$ cat src/rtl/booth_mul_pkg.sv
package booth_mul_pkg;

    typedef struct packed {
        logic neg;
        logic one;
        logic two;
    } booth_sel_t;

    function automatic int csa_levels(input int rows);
        int c;
        int l;
        c = rows;
        l = 0;
        while (c > 2) begin
            c = (c / 3) * 2 + (c % 3);
            l = l + 1;
        end
        return l;
    endfunction

endpackage

$ cat src/rtl/booth_recoder.sv
module booth_recoder
    import booth_mul_pkg::*;
#(
    parameter int W = 16,
    localparam int NDIG = W / 2
) (
    input  logic [W-1:0]                mplier,
    output booth_sel_t [NDIG-1:0]       sel
);

    genvar k;
    generate
        for (k = 0; k < NDIG; k++) begin : g_dig
            logic hi, lo, cin;
            assign hi = mplier[2*k+1];
            assign lo = mplier[2*k];
            if (k == 0) begin : g_first
                assign cin = 1'b0;
            end else begin : g_rest
                assign cin = mplier[2*k-1];
            end
            assign sel[k].one = lo ^ cin;
            assign sel[k].two = (hi & ~lo & ~cin) | (~hi & lo & cin);
            assign sel[k].neg = hi & ~(lo & cin);
        end
    endgenerate

endmodule

$ cat src/rtl/booth_pp_gen.sv
module booth_pp_gen
    import booth_mul_pkg::*;
#(
    parameter int W   = 16,
    parameter int IDX = 0,
    localparam int PW = 2 * W
) (
    input  logic [W-1:0]  mcand,
    input  booth_sel_t    sel,
    output logic [PW-1:0] pp
);

    logic [W:0]    mag;
    logic [W:0]    val;
    logic [PW-1:0] ext;

    always_comb begin
        if (sel.one)      mag = {mcand[W-1], mcand};
        else if (sel.two) mag = {mcand, 1'b0};
        else              mag = '0;
        val = sel.neg ? ~mag : mag;
        ext = {{(PW-W-1){val[W]}}, val};
        pp  = ext << (2 * IDX);
    end

endmodule

$ cat src/rtl/csa_reduce.sv
module csa_reduce
    import booth_mul_pkg::*;
#(
    parameter int WD = 32,
    parameter int N  = 9,
    localparam int LEVELS = csa_levels(N)
) (
    input  logic [WD-1:0] rows [N],
    output logic [WD-1:0] out_a,
    output logic [WD-1:0] out_b
);

    logic [WD-1:0] work [N];
    logic [WD-1:0] nxt  [N];
    int cnt;
    int ncnt;

    always_comb begin
        work = rows;
        cnt  = N;
        for (int lv = 0; lv < LEVELS; lv++) begin
            for (int i = 0; i < N; i++) nxt[i] = '0;
            ncnt = 0;
            for (int g = 0; g < N; g += 3) begin
                if (g + 2 < cnt) begin
                    nxt[ncnt]     = work[g] ^ work[g+1] ^ work[g+2];
                    nxt[ncnt + 1] = ((work[g] & work[g+1]) | (work[g] & work[g+2])
                                   | (work[g+1] & work[g+2])) << 1;
                    ncnt = ncnt + 2;
                end else begin
                    for (int k = 0; k < 2; k++) begin
                        if (g + k < cnt) begin
                            nxt[ncnt] = work[g+k];
                            ncnt = ncnt + 1;
                        end
                    end
                end
            end
            work = nxt;
            cnt  = ncnt;
        end
        out_a = work[0];
        out_b = (N > 1) ? work[1] : '0;
    end

endmodule

$ cat src/rtl/booth_tree_mul.sv
module booth_tree_mul
    import booth_mul_pkg::*;
#(
    parameter int W = 16,
    localparam int NDIG = W / 2,
    localparam int PW   = 2 * W,
    localparam int NROW = NDIG + 1
) (
    input  logic          clk,
    input  logic          rst,
    input  logic          in_valid,
    input  logic [W-1:0]  mcand,
    input  logic [W-1:0]  mplier,
    output logic          out_valid,
    output logic [PW-1:0] product
);

    typedef struct packed {
        logic          vld;
        logic [PW-1:0] prod;
    } state_t;

    state_t state_d, state_q;

    booth_sel_t [NDIG-1:0] sel_w;
    logic [PW-1:0] rows_w [NROW];
    logic [PW-1:0] corr_w;
    logic [PW-1:0] red_a_w, red_b_w;

    booth_recoder #(.W(W)) u_rec (
        .mplier (mplier),
        .sel    (sel_w)
    );

    genvar k;
    generate
        for (k = 0; k < NDIG; k++) begin : g_pp
            booth_pp_gen #(.W(W), .IDX(k)) u_pp (
                .mcand (mcand),
                .sel   (sel_w[k]),
                .pp    (rows_w[k])
            );
        end
    endgenerate

    always_comb begin
        corr_w = '0;
        for (int i = 0; i < NDIG; i++) corr_w[2*i] = sel_w[i].neg;
    end

    assign rows_w[NDIG] = corr_w;

    csa_reduce #(.WD(PW), .N(NROW)) u_tree (
        .rows  (rows_w),
        .out_a (red_a_w),
        .out_b (red_b_w)
    );

    always_comb begin
        state_d      = state_q;
        state_d.vld  = in_valid;
        if (in_valid) state_d.prod = red_a_w + red_b_w;
    end

    always_ff @(posedge clk) begin
        if (rst) state_q <= '0;
        else     state_q <= state_d;
    end

    assign out_valid = state_q.vld;
    assign product   = state_q.prod;

endmodule

$ cat config.mk
export PLATFORM = sky130hd
export DESIGN_NAME = booth_tree_mul
export DESIGN_NICKNAME = d
export VERILOG_FILES = /design/src/rtl/booth_mul_pkg.sv /design/src/rtl/booth_recoder.sv /design/src/rtl/booth_pp_gen.sv /design/src/rtl/csa_reduce.sv /design/src/rtl/booth_tree_mul.sv
export SDC_FILE = /design/constraint.sdc
export NUM_CORES = 1
export LEC_CHECK = 0
export BUFFER_PORTS_ARGS = -buffer_cell sky130_fd_sc_hd__buf_2
export CAP_MARGIN = 10
export CORE_UTILIZATION = 50
export DETAILED_ROUTE_END_ITERATION = 7
export PLACE_DENSITY = 0.73
export SLEW_MARGIN = 10
export SYNTH_ARGS = -nofsm -noshare
export SYNTH_HDL_FRONTEND = slang
export SYNTH_SLANG_ARGS = --single-unit
$ cat constraint.sdc
create_clock -name clk -period 18.4 [get_ports clk]
set_input_delay 5.52 -clock clk [delete_from_list [all_inputs] [get_ports clk]]
set_output_delay 5.52 -clock clk [all_outputs]
set_load 0.005 [all_outputs]
# After elaboration in Yosys (flattened, before gate mapping)
# Index checks and enable logic that the tools add are counted.
dict set report totals {
  reg_bits 33
  out_inout_bits 33
}
dict set report op_classes {
  n_addsub 1
  mux 24
  bitwise_logic 137
}
# cell count
set ops {}
lappend ops {{AND 31 bit} 19}
lappend ops {{OR 31 bit} 14}
lappend ops {{bitwise XOR 32 bit} 13}
lappend ops {{two-way mux 17 bit} 24}
lappend ops {{NOT 17 bit} 8}
lappend ops {{AND 31 x 15 -> 31 bit} 2}
lappend ops {{AND 1 bit} 43}
lappend ops {{adder 32 bit} 1}
lappend ops {{bitwise XOR 32 x 15 -> 32 bit} 1}
lappend ops {{NOT 1 bit} 23}
lappend ops {{OR 1 bit} 7}
lappend ops {{bitwise XOR 1 bit} 7}

# Logic depth before layout (Yosys ltp)
# Gate-level depths: netlist of run 1.
dict set report logic_depth {
  word_depth 21
  mapped_depth 22
  mapped_depth_nobuf 20
}

# Cells and area by module
# A second synthesis of run 1 with hierarchy kept.
dict set report hier_totals {
  cells_unflattened 1754
  hier_area_um2 15142.0
}
# mod n_inst cells_each area_each_um2 seq_area_each_um2
set modules_own_cells {}
lappend modules_own_cells {{booth_pp_gen (g_pp[1].u_pp ...)} 7 109 825.8 0.0}
lappend modules_own_cells {csa_reduce 1 476 5365.1 0.0}
lappend modules_own_cells {booth_tree_mul 1 369 2895.3 660.6}
lappend modules_own_cells {{booth_pp_gen (g_pp[0].u_pp)} 1 108 822.0 0.0}
lappend modules_own_cells {booth_recoder 1 38 279.0 0.0}

# Worst setup path before layout of run 1
# No wires, ideal clock.
dict set report synth_path {
  kind {input -> register}
  startpoint {in mplier[7]}
  endpoint {reg state_q, in the netlist product[24]}
  setup_time_ns 0.127
  t_arrival_ns 10.741
  t_required_ns 18.273
  path_slack_ns 7.532
  stages 21
  path_cell_list {ha_1 clkbuf_1 nor3_1 clkbuf_1 nor2_1 xor2_1 fa_1 inv_1 fa_1 fa_1 fa_1 inv_1 ha_1 clkbuf_1 nand4_1 nor3_1 nor2_1 o211a_1 o21ai_2 a31oi_1 or3b_1}
}
dict set report synth_between {
  elab_chain_len 20
}
# item line_no
set synth_rtl {}
lappend synth_rtl {{start: declaration} booth_tree_mul.sv:13} ;# input logic [W-1:0] mplier,
lappend synth_rtl {{NOT 1 bit} booth_recoder.sv:23} ;# assign sel[k].two = (hi & ~lo & ~cin) | (~hi & lo & cin);
lappend synth_rtl {{AND 1 bit (2 in a row)} booth_recoder.sv:23}
lappend synth_rtl {{OR 1 bit} booth_recoder.sv:23}
lappend synth_rtl {{two-way mux 17 bit} booth_pp_gen.sv:19} ;# else if (sel.two) mag = {mcand, 1'b0};
lappend synth_rtl {{two-way mux 17 bit} booth_pp_gen.sv:18} ;# if (sel.one) mag = {mcand[W-1], mcand};
lappend synth_rtl {{NOT 17 bit} booth_pp_gen.sv:21} ;# val = sel.neg ? ~mag : mag;
lappend synth_rtl {{two-way mux 17 bit} booth_pp_gen.sv:21}
lappend synth_rtl {{bitwise XOR 32 bit or AND 31 bit (tied branches)} {csa_reduce.sv:26, csa_reduce.sv:27}}
lappend synth_rtl {{[... 3 more ...]} n/a}
lappend synth_rtl {{OR 31 bit or bitwise XOR 32 bit (tied branches)} {csa_reduce.sv:28, csa_reduce.sv:26}}
lappend synth_rtl {{AND 31 bit} csa_reduce.sv:27} ;# nxt[ncnt + 1] = ((work[g] & work[g+1]) | (work[g] & work[g+2])
lappend synth_rtl {{OR 31 bit} csa_reduce.sv:27}
lappend synth_rtl {{OR 31 bit} csa_reduce.sv:28} ;# | (work[g+1] & work[g+2])) << 1;
lappend synth_rtl {{AND 31 bit} csa_reduce.sv:27}
lappend synth_rtl {{OR 31 bit} csa_reduce.sv:27}
lappend synth_rtl {{OR 31 bit} csa_reduce.sv:28}
lappend synth_rtl {{adder 32 bit (*)} booth_tree_mul.sv:62} ;# if (in_valid) state_d.prod = red_a_w + red_b_w;
lappend synth_rtl {{end signal: assignment} booth_tree_mul.sv:67} ;# else state_q <= state_d;
lappend synth_rtl {{end: declaration} booth_tree_mul.sv:23} ;# state_t state_d, state_q;
# Mark *: on every way between the ends. The rest lies on a longest branch, timed or not.
# A chain may end at the register's enable or synchronous reset.

# Worst setup path after layout of run 1
dict set report layout_path {
  startpoint {in mplier[1]}
  endpoint {reg state_q, in the netlist product[28]}
}
dict set report layout_between {
  elab_chain_len 20
}
# item line_no
set layout_rtl {}
lappend layout_rtl {{NOT 1 bit} n/a}
lappend layout_rtl {{AND 1 bit} booth_recoder.sv:23}
lappend layout_rtl {{OR 1 bit} booth_recoder.sv:23}
lappend layout_rtl {{two-way mux 17 bit} booth_pp_gen.sv:19}
lappend layout_rtl {{two-way mux 17 bit} booth_pp_gen.sv:18}
lappend layout_rtl {{NOT 17 bit} booth_pp_gen.sv:21}
lappend layout_rtl {{two-way mux 17 bit} booth_pp_gen.sv:21}
lappend layout_rtl {{AND 31 bit} csa_reduce.sv:27}
lappend layout_rtl {{[... 4 more ...]} n/a}
lappend layout_rtl {{OR 31 bit} csa_reduce.sv:28}
lappend layout_rtl {{AND 31 bit} csa_reduce.sv:27}
lappend layout_rtl {{OR 31 bit} csa_reduce.sv:27}
lappend layout_rtl {{OR 31 bit} csa_reduce.sv:28}
lappend layout_rtl {{AND 31 bit} csa_reduce.sv:27}
lappend layout_rtl {{OR 31 bit} csa_reduce.sv:27}
lappend layout_rtl {{OR 31 bit} csa_reduce.sv:28}
lappend layout_rtl {{adder 32 bit (*)} booth_tree_mul.sv:62}
# Marked as above.

==> impl_summary.txt, run 1 <==
----------------------------------------------------
[STA]
  Setup_tns ... 0 ps
  Part of the cycle the worst path needs ... 63.1%
  Final critical-path required period ... between 10000 and 15000 ps
  Worst relative slew slack ... a little under a quarter
  Unrepaired setup endpoints after global routing ... no
  Number of hold violations in the final report ... 0
  Achievable clock frequency ... ~86 MHz
  Slew at the pin closest to its max-slew limit ... about 1100 ps
  Number of max-slew violations in the final report ... 0
  Final setup violation count ... 0
  Final setup skew ... 0 ps

[Placed design]
  HPWL reported at the end of detailed placement ... ~18000 um
  RD Place Congestion ... a little under 0.9
  Post-Place Cells ... between 1000 and 1500
  Input/output buffers ... 67

[Global route]
  Number of antenna violations at the first check in global routing ... 0
  Number of global-route vias before repair ... 8015
  All-layer global routing usage ... between 20% and 30%
  Wire length of the first global-routing pass ... between 30000 and 40000 um
  GR Overflow Total ... 0
  Pin count of the biggest net entering global routing ... 36

[Worst setup path]
  Worst-path maximum fanout ... 23
  Startpoint of the worst-slack reg-to-reg timing path ... product[28]
  Required time reported for the critical path endpoint ... about 19000 ps
  Startpoint Class ... input port
  Setup slack of the worst register-to-register path ... 17420 ps
  Stage delay of the slowest cell on the critical path ... 890 ps
  Critical path start-end classification ... input port to flip-flop
  Path depth of the worst reg2reg path ... 2
  Signal arrival time at the worst endpoint ... 11830 ps
  Crit-path cells ... buf_2 > ha_1 > nor3_1 > buf_4 > nand2b_1 > xnor2_1 > inv_1 > fa_1 > inv_1 > fa_1 > inv_1 > fa_1 > inv_1 > fa_1 > ha_1 > a21oi_1 > o21a_1 > o31ai_1 > a21o_1 > a2111oi_0 > a311o_1
  Buffer and inverter count on the worst path ... 6
  Crit end category ... flip-flop
  Family with the most delay on the worst path ... adder cells
  CP max stage cell ... ha_1
  Critical R2R Capture ... product[28]

[Floorplanning]
  Die Area ... roughly 20000 sq um
  Number of top-level pins ... 68
  Core footprint ... about 19000 sq um
  Effective utilization at floorplan ... around half
  Die X-Extent ... between 100 and 150 um
  Core Rows ... 50
  Vertical die dimension ... approximately 140 um

[Synthesis]
  Net count after synthesis ... roughly 1400
  Fraction of registers with async set or reset after synthesis ... 0%
  Largest family of logic cells by synthesized area ... adder cells
  Post-synthesis share of cell area spent on xor and xnor gates ... 13.3%
  Mux cell area share after synthesis ... 14.5%
  Count of unique library cells instantiated by Yosys ... 59
  Flops & latches, synth ... 33
  Number of flops mapped to enable cells by yosys ... 0
  Main synth FF type ... dfxtp_1
  Adder-Cell Fraction of Synth Area ... between 30% and 40%
  Cell area after synthesis ... roughly 9600 sq um
  Post-synthesis area per instance ... approximately 8.4 sq um
  Post-Synthesis Cells ... ~1100
  Number of warnings issued by yosys ... 0
  Compound-cell area share of the yosys netlist ... under 10%
  Basic-gate share of the synthesized area counting and, or, nand and nor cells ... around an eighth
  Sequential fraction of the synthesis area ... 6.85%

[Detailed routing]
  Wirelength per Cell ... approximately 17 um
  Total number of vias ... around 7700
  Remaining routing DRC violations ... 0
  ANT nets after route ... 0
  DRT Wirelength ... 23300 um
  Routed via count divided by cell count ... 5.60
  Number of DRC markers in iteration 0 ... approximately 410
  Drt pass-1 iters ... 5

[Status]
  Run status ... finished clean

[CTS]
  Number of hold buffers added after cts ... 0
  Clock tree from TritonCTS ... yes
  Post-CTS setup buffer count ... 0
  Clock latency of the later-clocked register in the worst-skew pair ... 270 ps
  CTS resizes ... 0
  Clk slew on worst S/H paths ... 60 ps
  TritonCTS Buffers ... 5
  Root Driver ... clkbuf_16
  Sinks on the clock net ... 33
  CTS Buffer Depth ... 2
  H-tree levels ... 2

[Final layout]
  Area of combinational cells with multiple inputs ... around 8000 sq um
  Filler cell count ... roughly 1800
  Layout overhead on the synthesized area ... 5.48%
  Total area of sequential cells ... about 660 sq um
  Number of diodes ... 0
  Total Nets Final ... about 1400
  Number of cells in the finished layout apart from fillers ... about 1400
  Share of cells above drive strength 1 ... under 10%
  Fraction of the core area covered by cells at the end of the flow ... between 50 and 60%

[Hold path]
  Type of the worst min-delay path ... flip-flop to flip-flop
  Source of the worst hold timing path ... product[27]
  Number of instances on the worst hold path ... 1
  Worst hold endpoint ... product[27]

[Run]
  MaxCap Viol Count ... 0

----------------------------------------------------
==> sequential cells by signal (all words and copies together), names as in the netlist <==
name / count
product: 32
out_valid: 1
==> kinds of logic (layout without fill, tap and decap cells) <==
family | after synthesis | in the layout
AOI/OAI and AO/OA | 116 | 116
xor gates and xnor gates | 146 | 146
adders and majority gates | 192 | 192
buffers and inverters | 272 | 271
DFF | 33 | 33
muxes | 139 | 139
and+or+nand+nor | 248 | 248
==> worst max path at each step <==
stage | startpoint | to | slack [ps] | cells past startpoint
after floorplan | mplier[7] | product[24] | 7530 | 21
after global placement | mplier[1] | product[30] | 6600 | 21
after detailed placement | mplier[1] | product[28] | 6590 | 21
after CTS | mplier[1] | product[30] | 6810 | 22
after global routing | mplier[1] | product[30] | 6400 | 22
final | mplier[1] | product[28] | 6790 | 21
==> synthesized netlist by cell type (all sizes together), types with 16 or more instances <==
cell type	count	area, sq um
a21oi	35	179
a22o	16	140
buf	20	88.8
clkbuf	68	255
dfxtp	33	661
fa	116	2320
ha	76	951
inv	183	687
mux2i	137	1370
nand2	31	116
nor2	137	514
xnor2	54	473
xor2	92	806
==> metal layers <==
metal  up-vias  wire [um]  GRT usage (%)
met2       190      11700           45.0
met5         -          0              0
met4         0        971           9.55
li1       3654          -              -
met3        53        758           2.11
met1      3824       9830           30.4
==> placed cells by master (no fill, tap or decap), drive strengths merged, types with 3 or more instances in the layout <==
master / n
o21ai: 13
a22o: 16
inv: 183
a21oi: 35
clkbuf: 6
nand4: 12
dfxtp: 33
nor3: 15
nor3b: 7
o21bai: 6
a21o: 6
and3: 3
buf: 79
nand3: 3
nor2: 137
fa: 116
ha: 76
a211oi: 6
and3b: 7
nand2: 31
o31ai: 3
clkinv: 3
a22oi: 4
xor2: 92
xnor2: 54
mux2i: 137
and2: 3
and4: 4
nor2b: 11
nand2b: 10
o21a: 4
==> through the flow <==
| stage | hold slack (ps) | worst slack, ps | cell area (sq um) |
|---|---|---|---|
| global route | 499 | 6400 | 10200 |
| global placement | 463 | 6600 | 10000 |
| finish | 472 | 6790 | 10200 |
| floorplan | 466 | 7530 | 9640 |
| CTS | 475 | 6810 | 10200 |
| detailed placement | 459 | 6590 | 10000 |
==> layout make-up <==
class | instances | share of cell area, %
clock buffer | 6 | 1.27
clock inverter | 2 | 0.0985
inverter | 184 | 6.79
multi-input combinational | 841 | 78.3
sequential | 33 | 6.50
tap | 234 | 2.88
timing repair buffer | 79 | 4.18
==> worst reg2reg max path: stages, from the launching register on <==
cell and delay, ps:
dfxtp_1 330, a32o_1 240, a311o_1 300
Power of run 1 is left out: the tool's default activity adds up to more than one toggle a clock period on the data nets, which glitch-free logic cannot reach.
==> run 2, diff against run 1 <==
==> constraint.sdc (replaced) <==
create_clock -name clk -period 11.32 [get_ports clk]
set_input_delay 3.396 -clock clk [delete_from_list [all_inputs] [get_ports clk]]
set_output_delay 3.396 -clock clk [all_outputs]
set_load 0.005 [all_outputs]
==> impl_summary.txt, run 2 (synthesis gave the netlist of run 1 again) <==
----------------------------------------------------
[Detailed routing]
  Drt pass-1 iters ... 5 (unchanged)
  Remaining routing DRC violations ... 0 (unchanged)
  Routed via count divided by cell count ... 5.59 (-0.16%)
  DRT Wirelength ... 23300 um (about the same)
  Wirelength per Cell ... 16.9 um (about the same)
  Total number of vias ... 7714 (-0.091%)
  Number of DRC markers in iteration 0 ... 418 (+3.2%)
  ANT nets after route ... 0 (unchanged)

[Placed design]
  HPWL reported at the end of detailed placement ... 18400 um (+0.80%)
  Input/output buffers ... 67 (unchanged)
  RD Place Congestion ... 0.890 (-0.28%)
  Post-Place Cells ... 1372 (+0.073%)

[Worst setup path]
  Worst-path maximum fanout ... 23 (unchanged)
  Required time reported for the critical path endpoint ... 11510 ps (-7110 ps)
  Startpoint Class ... input port
  Critical path start-end classification ... input port to flip-flop
  Setup slack of the worst register-to-register path ... 10330 ps (-7090 ps)
  Path depth of the worst reg2reg path ... 2 (unchanged)
  Signal arrival time at the worst endpoint ... 9670 ps (-2160 ps)
  Startpoint of the worst-slack reg-to-reg timing path ... product[28]
  Critical R2R Capture ... product[28]
  Crit end category ... flip-flop

[CTS]
  Clock latency of the later-clocked register in the worst-skew pair ... 270 ps (about the same)
  TritonCTS Buffers ... 5 (unchanged)
  Clock tree from TritonCTS ... yes
  Sinks on the clock net ... 33 (unchanged)
  Post-CTS setup buffer count ... 0 (unchanged)
  Number of hold buffers added after cts ... 0 (unchanged)
  H-tree levels ... 2 (unchanged)
  CTS resizes ... 0 (unchanged)
  CTS Buffer Depth ... 2 (unchanged)
  Root Driver ... clkbuf_16
  Clk slew on worst S/H paths ... 60 ps (about the same)

[Final layout]
  Total Nets Final ... 1372 (+0.073%)
  Largest register FFs ... 32 (unchanged)
  Most frequent standard cell in the layout excluding fill and tap cells ... inv_1
  Leading cell types in the layout, fill and taps excluded ... inv_1, mux2i_1, nor2_1
  Share of cells above drive strength 1 ... 8.90% (+0.080 points)
  Fraction of the core area covered by cells at the end of the flow ... 54.2% (about the same)
  Layout overhead on the synthesized area ... 5.56% (about the same)
  Number of diodes ... 0 (unchanged)
  Number of cells in the finished layout apart from fillers ... 1380 (+0.073%)
  Filler cell count ... 1781 (+0.62%)

[Global route]
  Wire length of the first global-routing pass ... 40000 um (+1.8%)
  All-layer global routing usage ... 25.1% (+0.36 points)
  Number of antenna violations at the first check in global routing ... 0 (unchanged)
  Number of global-route vias before repair ... 8108 (+1.2%)
  Pin count of the biggest net entering global routing ... 36 (unchanged)
  GR Overflow Total ... 0 (unchanged)

[STA]
  Final setup skew ... 0 ps (unchanged)
  Setup_tns ... 0 ps (unchanged)
  Number of max-slew violations in the final report ... 0 (unchanged)
  Slew at the pin closest to its max-slew limit ... 1160 ps (+22.2 ps)
  Unrepaired setup endpoints after global routing ... no
  Final setup violation count ... 0 (unchanged)
  Number of hold violations in the final report ... 0 (unchanged)
  Final critical-path required period ... roughly 9500 ps
  Part of the cycle the worst path needs ... a little over four fifths
  Worst relative slew slack ... 22.2% (-1.5 points)
  Achievable clock frequency ... approximately 110 MHz

[Floorplanning]
  Core footprint ... 18800 sq um (unchanged)
  Vertical die dimension ... 141 um (unchanged)
  Effective utilization at floorplan ... 51.4% (unchanged)
  Die X-Extent ... 141 um (unchanged)
  Core Rows ... 50 (unchanged)
  Die Area ... 19800 sq um (unchanged)
  Number of top-level pins ... 68 (unchanged)

[Hold path]
  Source of the worst hold timing path ... product[22]
  Worst hold endpoint ... product[22]
  Number of instances on the worst hold path ... 1 (unchanged)
  Type of the worst min-delay path ... flip-flop to flip-flop

[Status]
  Run status ... finished clean

[Run]
  MaxCap Viol Count ... 0 (unchanged)

----------------------------------------------------
run 2: cell types whose count changed in the layout (fill, tap and decap cells not counted), sizes merged:
cell | previous run | this run
buf | 79 | 80
run 2: worst max-delay path by stage:
stage | start | end | slack, ps | cells after the start
after floorplan | mplier[7] | product[24] | 2580 | 21
after global placement | mplier[1] | product[30] | 1660 | 21
after detailed placement | mplier[1] | product[30] | 1570 | 22
after CTS | mplier[1] | product[30] | 1830 | 22
after global routing | mplier[1] | product[30] | 1420 | 22
final | mplier[1] | product[31] | 1850 | 22
run 2: area by class of cell:
type	count	area (sq um)	area share [%]
well taps	234	293	2.88
repair buffers	80	433	4.26
flip-flops and latches	33	661	6.49
inverters	184	691	6.79
clock buffers	6	129	1.27
multi-input cells	841	7960	78.2
clock inverters	2	10.0	0.0984
run 2: layer usage:
layer | part of all wire (%) | up-vias | global-route usage [%] | wire (um)
met5 | 0 | - | 0 | 0
met4 | 3.5 | 0 | 9.04 | 811
met3 | 3.2 | 49 | 2.65 | 752
met2 | 51 | 171 | 46.0 | 11900
met1 | 42 | 3838 | 30.4 | 9830
li1 | - | 3656 | - | -
run 2: metrics by stage:
| stage | hold WS [ps] | setup slack, ps | area (sq um) |
|---|---|---|---|
| floorplan | 466 | 2580 | 9640 |
| global placement | 463 | 1660 | 10000 |
| detailed placement | 463 | 1570 | 10000 |
| CTS | 479 | 1830 | 10200 |
| global route | 494 | 1420 | 10200 |
| finish | 475 | 1850 | 10200 |
run 2: critical path, stage by stage:
cell and delay (ps):
buf_2 390, ha_1 770, nor3_1 140, buf_4 230, nand2b_1 170, xnor2_1 420
inv_1 130, fa_1 610, inv_1 170, fa_1 500, inv_1 50, fa_1 470
inv_1 50, fa_1 430, ha_1 430, and4_1 290, and2_1 180, a22oi_1 160
a21oi_1 100, a41oi_1 210, xnor2_1 120, a211oi_1 230
Power of run 2 is left out for the same reason.
==> run 3, diff against run 2 <==
==> constraint.sdc (replaced) <==
create_clock -name clk -period 9.53 [get_ports clk]
set_input_delay 2.859 -clock clk [delete_from_list [all_inputs] [get_ports clk]]
set_output_delay 2.859 -clock clk [all_outputs]
set_load 0.005 [all_outputs]
==> impl_summary.txt, run 3 (synthesis gave the netlist of run 1 again) <==
----------------------------------------------------
[Status]
  Run status ... finished clean

[CTS]
  Sinks on the clock net ... 33 (unchanged)
  CTS Buffer Depth ... 2 (unchanged)
  Clk slew on worst S/H paths ... 50 ps (about the same)
  Root Driver ... clkbuf_16
  Clock latency of the later-clocked register in the worst-skew pair ... 270 ps (about the same)
  H-tree levels ... 2 (unchanged)
  Clock tree from TritonCTS ... yes
  Number of hold buffers added after cts ... 0 (unchanged)
  CTS resizes ... 0 (unchanged)
  Post-CTS setup buffer count ... 0 (unchanged)
  TritonCTS Buffers ... 5 (unchanged)

[Floorplanning]
  Vertical die dimension ... 141 um (unchanged)
  Die X-Extent ... 141 um (unchanged)
  Effective utilization at floorplan ... 51.4% (unchanged)
  Number of top-level pins ... 68 (unchanged)
  Core footprint ... 18800 sq um (unchanged)
  Die Area ... 19800 sq um (unchanged)
  Core Rows ... 50 (unchanged)

[Detailed routing]
  Total number of vias ... 7807 (+1.2%)
  Wirelength per Cell ... 16.7 um (-0.72%)
  ANT nets after route ... 0 (unchanged)
  Remaining routing DRC violations ... 0 (unchanged)
  Routed via count divided by cell count ... 5.64 (+0.84%)
  Drt pass-1 iters ... 7 (+2)
  DRT Wirelength ... 23200 um (-0.36%)
  Number of DRC markers in iteration 0 ... 483 (+16%)

[STA]
  Part of the cycle the worst path needs ... ~88%
  Unrepaired setup endpoints after global routing ... no
  Setup_tns ... 0 ps (unchanged)
  Final setup violation count ... 0 (unchanged)
  Number of hold violations in the final report ... 0 (unchanged)
  Worst relative slew slack ... 22.7% (+0.50 points)
  Final setup skew ... 0 ps (unchanged)
  Achievable clock frequency ... about 120 MHz
  Slew at the pin closest to its max-slew limit ... 1150 ps (-10.3 ps)
  Number of max-slew violations in the final report ... 0 (unchanged)
  Final critical-path required period ... roughly 8400 ps

[Global route]
  Number of antenna violations at the first check in global routing ... 0 (unchanged)
  Pin count of the biggest net entering global routing ... 36 (unchanged)
  Number of global-route vias before repair ... 8058 (-0.62%)
  GR Overflow Total ... 0 (unchanged)
  All-layer global routing usage ... 25.1% (-0.041 points)
  Wire length of the first global-routing pass ... 39800 um (-0.45%)

[Placed design]
  HPWL reported at the end of detailed placement ... 18300 um (-0.75%)
  Input/output buffers ... 67 (unchanged)
  RD Place Congestion ... 0.894 (+0.47%)

[Final layout]
  Leading cell types in the layout, fill and taps excluded ... inv_1, mux2i_1, nor2_1
  Largest register FFs ... 32 (unchanged)
  Number of diodes ... 0 (unchanged)
  Most frequent standard cell in the layout excluding fill and tap cells ... inv_1
  Total Nets Final ... 1378 (+0.44%)
  Filler cell count ... 1767 (-0.79%)
  Share of cells above drive strength 1 ... 9.30% (+0.40 points)
  Layout overhead on the synthesized area ... 6.06%

[Worst setup path]
  Stage delay of the slowest cell on the critical path ... 650 ps (-120 ps)
  Cell type with the highest occurrence count on the critical path ... fa_1
  Crit end category ... flip-flop
  Buffer and inverter count on the worst path ... 4 (-2)
  Crit-path cells ... buf_2 > ha_1 > nor3_1 > buf_4 > nor2_1 > xor2_1 > fa_1 > inv_1 > fa_1 > fa_1 > fa_1 > inv_1 > ha_1 > nand2_1 > o31ai_2 > a21oi_1 > nor4_1 > mux2i_1 > o311ai_1
  Family with the most delay on the worst path ... adder cells
  Critical path start-end classification ... input port to flip-flop
  Worst-path maximum fanout ... 9 (-61%)
  CP max stage cell ... nor3_1
  Required time reported for the critical path endpoint ... 9660 ps (-1850 ps)
  Startpoint Class ... input port
  Signal arrival time at the worst endpoint ... 8550 ps (-1120 ps)

[Run]
  MaxCap Viol Count ... 0 (unchanged)

[Hold path]
  Type of the worst min-delay path ... flip-flop to flip-flop

----------------------------------------------------
[run 3: cell count changes in the layout (fill, tap and decap cells not counted)]
| cell | previous run | this run |
|---|---|---|
| clkinv_2 | 2 | 0 |
| clkbuf_8 | 0 | 1 |
| buf_4 | 13 | 19 |
[run 3: worst paths after layout]
path / from / endpoint / slack (ps) / cells past startpoint
min reg2reg: product[27] / product[27] / 470 / 1
max: mplier[9] / product[29] / 1110 / 19
max reg2reg: product[24] / product[24] / 8530 / 3
min: product[27] / product[27] / 470 / 1
[run 3: through the flow]
step	setup WS [ps]	instances	util [%]	hold slack, ps	area, sq um
floorplan	1320	1146	-	466	9640
finish	1110	1385	54.5	466	10200
detailed placement	869	1378	53.7	454	10100
global placement	867	1378	53.7	454	10100
global route	856	1385	54.5	494	10200
CTS	1170	1385	54.5	470	10200
[run 3: routing by layer]
layer  routed length [um]  track usage, %  up-vias
met5                    0               0        -
met4                 1220            12.1        0
met3                  884            2.89       76
met2                11500            44.5      211
met1                 9550            30.2     3844
li1                     -               -     3676
[run 3: area by class of cell]
type	instances	area (sq um)	area share, %
clock buffer	7	143	1.40
inverter	184	691	6.76
sequential	33	661	6.46
tap	234	293	2.86
timing repair buffer	86	478	4.68
multi-input combinational	841	7960	77.8
Power of run 3 is left out for the same reason.
